## config.mk

```make
export PLATFORM = sky130hd
export DESIGN_NAME = vol_i2c_rx
export DESIGN_NICKNAME = d
export VERILOG_FILES = /design/src/rtl/vol_rx_pkg.sv /design/src/rtl/bus_sync.sv /design/src/rtl/settle_timer.sv /design/src/rtl/byte_shift.sv /design/src/rtl/vol_i2c_rx.sv
export SDC_FILE = /design/constraint.sdc
export NUM_CORES = 1
export LEC_CHECK = 0
export ABC_CLOCK_PERIOD_IN_PS = 2600
export BUFFER_PORTS_ARGS = -buffer_cell sky130_fd_sc_hd__buf_2
export CAP_MARGIN = 20
export CORE_MARGIN = 5
export CORE_UTILIZATION = 45
export CTS_CLUSTER_SIZE = 40
export DETAILED_ROUTE_END_ITERATION = 8
export SETUP_SLACK_MARGIN = 0.05
export SYNTH_ARGS = -nofsm -noshare
export SYNTH_HDL_FRONTEND = slang
export SYNTH_HIERARCHICAL = 1
export SYNTH_SLANG_ARGS = --single-unit
```

## constraint.sdc

```tcl
create_clock -name clk -period 2.6 [get_ports clk]
set_input_delay 0.52 -clock clk [delete_from_list [all_inputs] [get_ports clk]]
set_output_delay 0.52 -clock clk [all_outputs]
set_load 0.02 [all_outputs]
```

## src/rtl/vol_rx_pkg.sv

```systemverilog
package vol_rx_pkg;
    localparam int BYTE_W = 8;

    typedef enum logic [2:0] {
        ST_SETTLE,
        ST_IDLE,
        ST_ADDR,
        ST_ADDR_ACK,
        ST_DATA,
        ST_DATA_ACK,
        ST_IGNORE
    } rx_state_e;
endpackage

```

## src/rtl/bus_sync.sv

```systemverilog
// Two-flop synchronizer per line plus one history stage for edge detection.
module bus_sync #(
    parameter int W = 2
) (
    input  logic         clk,
    input  logic         rst_n,
    input  logic [W-1:0] din,
    output logic [W-1:0] cur,
    output logic [W-1:0] prev
);
    generate
        for (genvar i = 0; i < W; i++) begin : g_line
            logic meta;
            logic stab;
            logic hist;
            always_ff @(posedge clk or negedge rst_n) begin
                if (!rst_n) begin
                    meta <= 1'b1;
                    stab <= 1'b1;
                    hist <= 1'b1;
                end else begin
                    meta <= din[i];
                    stab <= meta;
                    hist <= stab;
                end
            end
            assign cur[i]  = stab;
            assign prev[i] = hist;
        end
    endgenerate
endmodule

```

## src/rtl/settle_timer.sv

```systemverilog
// Counts clock cycles after reset; done stays high once the count is reached.
module settle_timer #(
    parameter int CYCLES = 10_000_000
) (
    input  logic clk,
    input  logic rst_n,
    output logic done
);
    localparam int CW = (CYCLES < 2) ? 1 : $clog2(CYCLES + 1);

    logic [CW-1:0] cnt;

    assign done = (cnt == CW'(CYCLES));

    always_ff @(posedge clk or negedge rst_n) begin
        if (!rst_n)
            cnt <= '0;
        else if (!done)
            cnt <= cnt + 1'b1;
    end
endmodule

```

## src/rtl/byte_shift.sv

```systemverilog
// MSB-first shift register with a bit counter.
module byte_shift #(
    parameter int W = 8
) (
    input  logic         clk,
    input  logic         rst_n,
    input  logic         clr,
    input  logic         en,
    input  logic         bit_in,
    output logic [W-1:0] data,
    output logic         full
);
    localparam int NW = $clog2(W + 1);

    logic [NW-1:0] nbits;

    assign full = (nbits == NW'(W));

    always_ff @(posedge clk or negedge rst_n) begin
        if (!rst_n) begin
            data  <= '0;
            nbits <= '0;
        end else if (clr) begin
            nbits <= '0;
        end else if (en) begin
            data  <= {data[W-2:0], bit_in};
            nbits <= nbits + 1'b1;
        end
    end
endmodule

```

## src/rtl/vol_i2c_rx.sv

```systemverilog
module vol_i2c_rx
    import vol_rx_pkg::*;
#(
    parameter int          SETTLE_CYCLES = 10_000_000,
    parameter logic [7:0]  DEV_ADDR      = 8'h88
) (
    input  logic              clk,
    input  logic              rst_n,
    input  logic              scl_in,
    input  logic              sda_in,
    output logic              sda_oe,
    output logic              rx_valid,
    output logic [BYTE_W-1:0] rx_data
);
    logic [1:0] line_cur;
    logic [1:0] line_prev;
    logic       settled;

    bus_sync #(.W(2)) u_sync (
        .clk  (clk),
        .rst_n(rst_n),
        .din  ({scl_in, sda_in}),
        .cur  (line_cur),
        .prev (line_prev)
    );

    settle_timer #(.CYCLES(SETTLE_CYCLES)) u_settle (
        .clk  (clk),
        .rst_n(rst_n),
        .done (settled)
    );

    logic scl_cur, scl_prev, sda_cur, sda_prev;
    assign scl_cur  = line_cur[1];
    assign sda_cur  = line_cur[0];
    assign scl_prev = line_prev[1];
    assign sda_prev = line_prev[0];

    logic scl_rise, scl_fall, start_det, stop_det;
    assign scl_rise  = scl_cur & ~scl_prev;
    assign scl_fall  = ~scl_cur & scl_prev;
    assign start_det = scl_cur & scl_prev & sda_prev & ~sda_cur;
    assign stop_det  = scl_cur & scl_prev & ~sda_prev & sda_cur;

    logic              sh_clr, sh_en, sh_full;
    logic [BYTE_W-1:0] sh_data;

    byte_shift #(.W(BYTE_W)) u_shift (
        .clk   (clk),
        .rst_n (rst_n),
        .clr   (sh_clr),
        .en    (sh_en),
        .bit_in(sda_cur),
        .data  (sh_data),
        .full  (sh_full)
    );

    rx_state_e state_q, state_d;
    logic      accept;

    // State register
    always_ff @(posedge clk or negedge rst_n) begin
        if (!rst_n)
            state_q <= ST_SETTLE;
        else
            state_q <= state_d;
    end

    // Next state and shifter control
    always_comb begin
        state_d = state_q;
        sh_clr  = 1'b0;
        sh_en   = 1'b0;
        accept  = 1'b0;
        if (state_q != ST_SETTLE && start_det) begin
            state_d = ST_ADDR;
            sh_clr  = 1'b1;
        end else if (state_q != ST_SETTLE && stop_det) begin
            state_d = ST_IDLE;
        end else begin
            unique case (state_q)
                ST_SETTLE: begin
                    if (settled)
                        state_d = ST_IDLE;
                end
                ST_ADDR, ST_DATA: begin
                    if (scl_rise && !sh_full) begin
                        sh_en = 1'b1;
                    end else if (scl_fall && sh_full) begin
                        if (state_q == ST_ADDR) begin
                            state_d = (sh_data == DEV_ADDR) ? ST_ADDR_ACK : ST_IGNORE;
                        end else begin
                            state_d = ST_DATA_ACK;
                            accept  = 1'b1;
                        end
                    end
                end
                ST_ADDR_ACK, ST_DATA_ACK: begin
                    if (scl_fall) begin
                        state_d = ST_DATA;
                        sh_clr  = 1'b1;
                    end
                end
                ST_IDLE, ST_IGNORE: ;
                default: state_d = ST_IDLE;
            endcase
        end
    end

    // Registered outputs
    always_ff @(posedge clk or negedge rst_n) begin
        if (!rst_n) begin
            sda_oe   <= 1'b0;
            rx_valid <= 1'b0;
            rx_data  <= '0;
        end else begin
            sda_oe   <= (state_d == ST_ADDR_ACK) || (state_d == ST_DATA_ACK);
            rx_valid <= accept;
            if (accept)
                rx_data <= sh_data;
        end
    end
endmodule

```

==> results_dict.tcl, run 1 <==
set metrics [dict create \
    drive_gt1_frac 0.219 \
    grt_max_degree 32 \
    route.detailed.drc 0 \
    sw_frac_of_total 0.230 \
    ant_nets 0 \
    dp_hpwl_microns 2990 \
    grt_overflow 0 \
    ctsHoldBuffers 0 \
    p_leak_nw 1.37 \
    p_clk_frac 0.358 \
    critPathRequiredTime_ns 2.85 \
    diodes 0 \
    grt_pass1_vias 1532 \
    cts_tree "yes" \
    ir_worst_vdd_v 0.000310 \
    die_x_microns 86.7 \
    crit_type "flop to flop" \
    synth_cell_types 56 \
    switchingPower_uw 321 \
    netlist_area_sq_um 2640 \
    outcome "completed" \
    synth-seq-cells 55 \
    utilization 0.491 \
    hold_class "input port to async pin" \
    synth_ff_type "dfrtp_1" \
    num_rows 28 \
    synthArstFlopShare 1.00 \
    grt_first_pass_wirelength_microns 7270 \
    worst_path_max_delay_cell "dfrtp_1" \
    wire_per_inst_microns 13.1 \
    post_cts_buffers 0 \
    cts-resized-gates 0 \
    clk_latency_ns 0.31 \
    syn_area_per_cell_sq_um 11.5 \
    drtIter0Drc 28 \
    cp_max_fo 5 \
    combPwrFrac 0.019 \
    core_area_sq_um 5820 \
    crit_chain "inv_1 > ha_1 > nor4bb_1 > nand4_1 > nor2_2 > inv_1 > mux2_4 > o22ai_2 > o31a_1 > o21a_1" \
    routed_wirelength_microns 4150 \
    synthCells 229 \
    cts-buffers-inserted 5 \
    max_slew.worst_pin.slew_ns 0.576 \
    finalWorstPathRequiredPeriod_ns 2.20 \
    start_kind "flop" \
    synth_edf_count 0 \
    htreeDepth 2 \
    fmax_ghz 0.455 \
    gp_congestion 0.775 \
    grt_antenna_before_repair 0 \
    final_common_cell "dfrtp_1" \
    mostFrequentLayoutCells "dfrtp_1 (49), nand2_1 (36), xnor2_1 (18)" \
    num_vias 1596 \
    viasPerCell 5.03 \
    grt_use_total 0.125 \
    synthToLayoutAreaGrowth_pct 7.90 \
    path_common_cell "inv_1" \
    report.final.slew_viol_count 0 \
    syn_nets 237 \
    p_int_mw 1.07 \
    die_area_sq_um 7510 \
    clk_pin_slew_ns 0.11 \
    yosysWarnings 6 \
    yosysSeqAreaShare 0.523 \
    ios 14 \
    min_period_over_period 0.846 \
    die_y_microns 86.7 \
    drv_cap 0 \
    drtPass1Iterations 4 \
    root_buffer "clkbuf_8" \
    fin_setup_tns_ns 0 \
    worstSetupEndpointType "flop" \
    grt_setup_unrepaired "false" \
    crit_arrival_ns 2.45 \
    cts_sinks 55 \
    fin_area_sq_um 2850 \
    portBuffers 13 \
    start_util 0.455 \
    placed_area_sq_um 2760 \
    powerDensity_nw_per_um2 488 \
    seq_power_share 0.623 \
    nFillCells 557 \
    fin_skew_ns 0.00725 \
    max-slew-margin-rel 0.616 \
    finalHoldViolations 0 \
    setup_violations 0 \
    fin_nets 249 \
    critPathMaxStageDelay_ns 0.45 \
    cts_buffer_depth 2 \
]
[cell families after synthesis]
group / after synthesis / synth area share
AND/OR/NAND/NOR: 96 / 0.220
flip-flops: 55 / 0.523
XOR/XNOR: 25 / 0.0828
AO/OA/AOI/OAI: 18 / 0.0478
buffers and inverters: 18 / 0.0398
multiplexers: 12 / 0.0634
adder cells (fa/ha/maj): 5 / 0.0232
[power groups by stage]
stage,registers (mW),logic (mW),clock network [mW]
floorplan,0.881,0.0104,0
finish,0.867,0.0267,0.498
global placement,0.884,0.0284,0
CTS,0.868,0.0289,0.526
detailed placement,0.884,0.0286,0
global route,0.869,0.0321,0.555
[worst max-delay path: cells and delay by family, from the launching register on]
kind / cells / cell delay [ns]
AOI/OAI and AO/OA: 3 / 0.44
adders and majority gates: 1 / 0.15
buffers and inverters: 2 / 0.14
DFF: 1 / 0.45
muxes: 1 / 0.27
and+or+nand+nor: 3 / 0.69
[Yosys cell counts, drive strengths merged (2+ instances only)]
library cell  number  share of area
dfrtp             49           0.46
nor4b              4          0.013
buf               10          0.028
and3               4         0.0095
nor2              13          0.019
dfstp              6          0.060
xnor2             18          0.060
o22ai              2         0.0071
inv                8          0.011
nand2             36          0.051
nand3              8          0.022
nor4               3          0.018
nor2b              3         0.0099
mux2              11          0.060
ha                 4          0.019
xor2               7          0.023
nand2b             2         0.0047
o21ai              4         0.0076
a21oi              3         0.0057
and2               3         0.0071
nand4             10          0.032
[sequential cells by signal (all words and copies together), names as in the netlist]
register,count
u_settle/cnt,24
u_shift/data,8
rx_valid,1
u_sync/g_line.meta,2
u_sync/g_line.hist,2
state_q,3
rx_data,8
sda_oe,1
u_shift/nbits,4
u_sync/g_line.stab,2
[worst paths after layout]
path                                                 start                         endpoint  slack, ns  depth (start not counted)
hold / removal                                       rst_n           rx_data[1]$_DFFE_PN0P_       0.19                          1
setup / recovery               u_settle/cnt[0]$_DFFE_PN0P_                 sda_oe$_DFF_PN0_       0.40                         10
min in group clk                                    sda_in  u_sync/g_line[0].meta$_DFF_PN1_       0.30                          1
max in group asynchronous                            rst_n  u_sync/g_line[0].hist$_DFF_PN1_       1.77                          2
hold reg to reg            u_sync/g_line[0].meta$_DFF_PN1_  u_sync/g_line[0].stab$_DFF_PN1_       0.36                          0
setup reg to reg               u_settle/cnt[0]$_DFFE_PN0P_                 sda_oe$_DFF_PN0_       0.40                         10
[metal layers]
layer | vias up | GRT usage | share of wire
li1 | 799 | - | -
met1 | 771 | 0.169 | 0.50
met2 | 22 | 0.191 | 0.45
met3 | 4 | 0.0314 | 0.034
met4 | 0 | 0.0510 | 0.016
met5 | - | 0 | 0
[per-stage QoR]
stage / hold slack, ns / instances / worst slack, ns / power (mW)
after CTS: 0.202 / 317 / 0.362 / 1.42
after floorplan: 0.224 / 229 / 0.677 / 0.892
final: 0.190 / 317 / 0.400 / 1.39
after detailed placement: 0.347 / 309 / 0.391 / 0.913
after global routing: 0.225 / 317 / 0.213 / 1.46
after global placement: 0.345 / 309 / 0.409 / 0.913
[layout make-up]
class                           instances  area (sq um)  area share
Clock inverter                          3          28.8      0.0101
Tap cell                               75          93.8      0.0329
Timing Repair Buffer                   15          92.6      0.0325
Multi-Input combinational cell        156          1150       0.405
Clock buffer                            5          68.8      0.0241
Inverter                                8          30.0      0.0105
Sequential cell                        55          1380       0.485
(Power assumes the default switching activity.)
==> run 2: changes to the inputs <==
--- a/config.mk
+++ b/config.mk
@@ -5,7 +5,7 @@
 export SDC_FILE = /design/constraint.sdc
 export NUM_CORES = 1
 export LEC_CHECK = 0
-export ABC_CLOCK_PERIOD_IN_PS = 2600
+export ABC_CLOCK_PERIOD_IN_PS = 1900
 export BUFFER_PORTS_ARGS = -buffer_cell sky130_fd_sc_hd__buf_2
 export CAP_MARGIN = 20
 export CORE_MARGIN = 5
==> constraint.sdc (replaced) <==
create_clock -name clk -period 1.9 [get_ports clk]
set_input_delay 0.38 -clock clk [delete_from_list [all_inputs] [get_ports clk]]
set_output_delay 0.38 -clock clk [all_outputs]
set_load 0.02 [all_outputs]
==> run 2 against run 1 <==
Compared with the run above: the flow now finishes with violations (negative hold slack, negative setup slack); routed wire length grew 13%; maximum frequency grew 15%; clock skew is 0.0040 ns higher; setup slack worse by 0.41 ns; critical path depth unchanged; non-clock buffer count up 26; core utilization up 5.2 points; clock power grew 59%; global-route usage up 1.4 points; cell area grew 11%; hold slack lost 0.20 ns; first-iteration DRC count rose to 2.6 times the previous value.
==> results_dict.tcl, run 2 (synthesized netlist as in run 1, its figures left out) <==
set metrics [dict create \
    outcome "complete, but fails checks" \
    violations "negative hold slack, negative setup slack" \
    max-slew-margin-rel 0.719 \
    setup_ws_ns -0.00764 \
    start_util 0.455 \
    routed_wirelength_microns 4700 \
    grt_setup_unrepaired "true" \
    cts-buffers-inserted 5 \
    gp_congestion 0.748 \
    reg2reg_depth 10 \
    viasPerCell 5.01 \
    grt_use_total 0.138 \
    grt_overflow 0 \
    htreeDepth 2 \
    r2r-start "u_settle/cnt[0]$_DFFE_PN0P_" \
    portBuffers 13 \
    cp_max_fo 2 \
    ios 14 \
    fin_skew_ns 0.0112 \
    utilization 0.543 \
    fin_nets 277 \
    critPathRequiredTime_ns 2.14 \
    grt_first_pass_wirelength_microns 8160 \
    num_rows 28 \
    wire_per_inst_microns 13.6 \
    synthToLayoutAreaGrowth_pct 19.4 \
    clk_pin_slew_ns 0.10 \
    drv_cap 0 \
    fmax_ghz 0.524 \
    largest_reg_flops 24 \
    die_area_sq_um 7510 \
    p_leak_nw 1.53 \
    grt_max_degree 39 \
    min_period_over_period 1.00 \
    finalWorstPathRequiredPeriod_ns 1.91 \
    hold_slack_ns -0.0125 \
    cts_tree "yes" \
    largest_register "u_settle/cnt" \
    ir_worst_vdd_v 0.000474 \
    ctsHoldBuffers 0 \
    drtIter0Drc 73 \
    power.total_mw 2.02 \
    diodes 0 \
    ant_nets 0 \
    num_vias 1729 \
    r2r_slack_ns -0.008 \
    cts_buffer_depth 2 \
    report.final.slew_viol_count 0 \
    powerDensity_nw_per_um2 640 \
    hold_class "input port to async pin" \
    crit_arrival_ns 2.15 \
    clk_latency_ns 0.31 \
    drtPass1Iterations 5 \
    drive_gt1_frac 0.341 \
    max_slew.worst_pin.slew_ns 0.422 \
    timing.rr.end "sda_oe$_DFF_PN0_" \
    die_x_microns 86.7 \
    cts_sinks 55 \
    grt_pass1_vias 1740 \
    dp_hpwl_microns 3220 \
    root_buffer "clkbuf_8" \
    crit_type "flop to flop" \
    mostFrequentLayoutCells "dfrtp_1 (49), nand2_1 (35), buf_4 (26)" \
    setup_violations 1 \
    final_common_cell "dfrtp_1" \
    worstSetupEndpointType "flop" \
    die_y_microns 86.7 \
    start_kind "flop" \
    core_area_sq_um 5820 \
    reg_top3 "u_settle/cnt x24, rx_data x8, u_shift/data x8" \
    grt_antenna_before_repair 0 \
    route.detailed.drc 0 \
    finalHoldViolations 13 \
]
run 2: worst max-delay path by stage:
stage                                          from                     endpoint  slack (ns)  cells after the start
floorplan           u_sync/g_line[0].stab$_DFF_PN1_  u_shift/data[0]$_DFFE_PN0P_        0.06                      7
global placement       u_settle/cnt[14]$_DFFE_PN0P_             sda_oe$_DFF_PN0_       -0.06                      8
detailed placement     u_settle/cnt[14]$_DFFE_PN0P_             sda_oe$_DFF_PN0_       -0.06                      8
CTS                     u_settle/cnt[0]$_DFFE_PN0P_             sda_oe$_DFF_PN0_       -0.01                     10
global route            u_settle/cnt[0]$_DFFE_PN0P_             sda_oe$_DFF_PN0_       -0.18                     10
finish                  u_settle/cnt[0]$_DFFE_PN0P_             sda_oe$_DFF_PN0_      -0.008                     10
run 2: area by class of cell:
type                       count  area (sq um)
fill                         515          2660
sequential                    55          1380
multi-input combinational    157          1220
timing repair buffer          41           300
tap                           75          93.8
clock buffer                   5          68.8
clock inverter                 3          46.3
inverter                       8          35.0
timing repair inverter         1          5.00
run 2: repair_timing:
item / CTS / global route
gates cloned: 0 / 2
buffers inserted: 3 / 2
pin swaps: 3 / 6
setup endpoints to repair: 3 / 19
gates resized for setup: 4 / 10
run 2: report_power, final:
| group | total [mW] | switching [mW] | internal (mW) |
|---|---|---|---|
| sequential | 1.19 | 0.00530 | 1.18 |
| combinational | 0.0406 | 0.0271 | 0.0135 |
| clock | 0.794 | 0.396 | 0.398 |
| total | 2.02 | 0.429 | 1.59 |
run 2: worst max-delay path, cell delays in order (launching register included):
cell      delay [ns]
dfrtp_1         0.40
inv_1           0.07
ha_1            0.14
nor4bb_4        0.19
nand4_1         0.16
nor2_2          0.15
inv_1           0.05
mux2_4          0.27
o22ai_2         0.13
o31a_1          0.17
o21a_1          0.13
run 2: metal layers:
layer / wire length [microns] / vias to the layer above / GRT usage
li1: - / 861 / -
met1: 2200 / 843 / 0.179
met2: 2320 / 23 / 0.225
met3: 145 / 2 / 0.0333
met4: 29 / 0 / 0.0524
met5: 0 / - / 0
run 2: metrics by stage:
stage	setup TNS, ns	std cells	cell area, sq um	worst slack (ns)
floorplan	0	229	2660	0.0615
global placement	-0.0565	330	2930	-0.0565
detailed placement	-0.0634	330	2930	-0.0634
CTS	-0.0134	341	3100	-0.0134
global route	-0.544	345	3160	-0.178
finish	-0.00764	345	3160	-0.00764
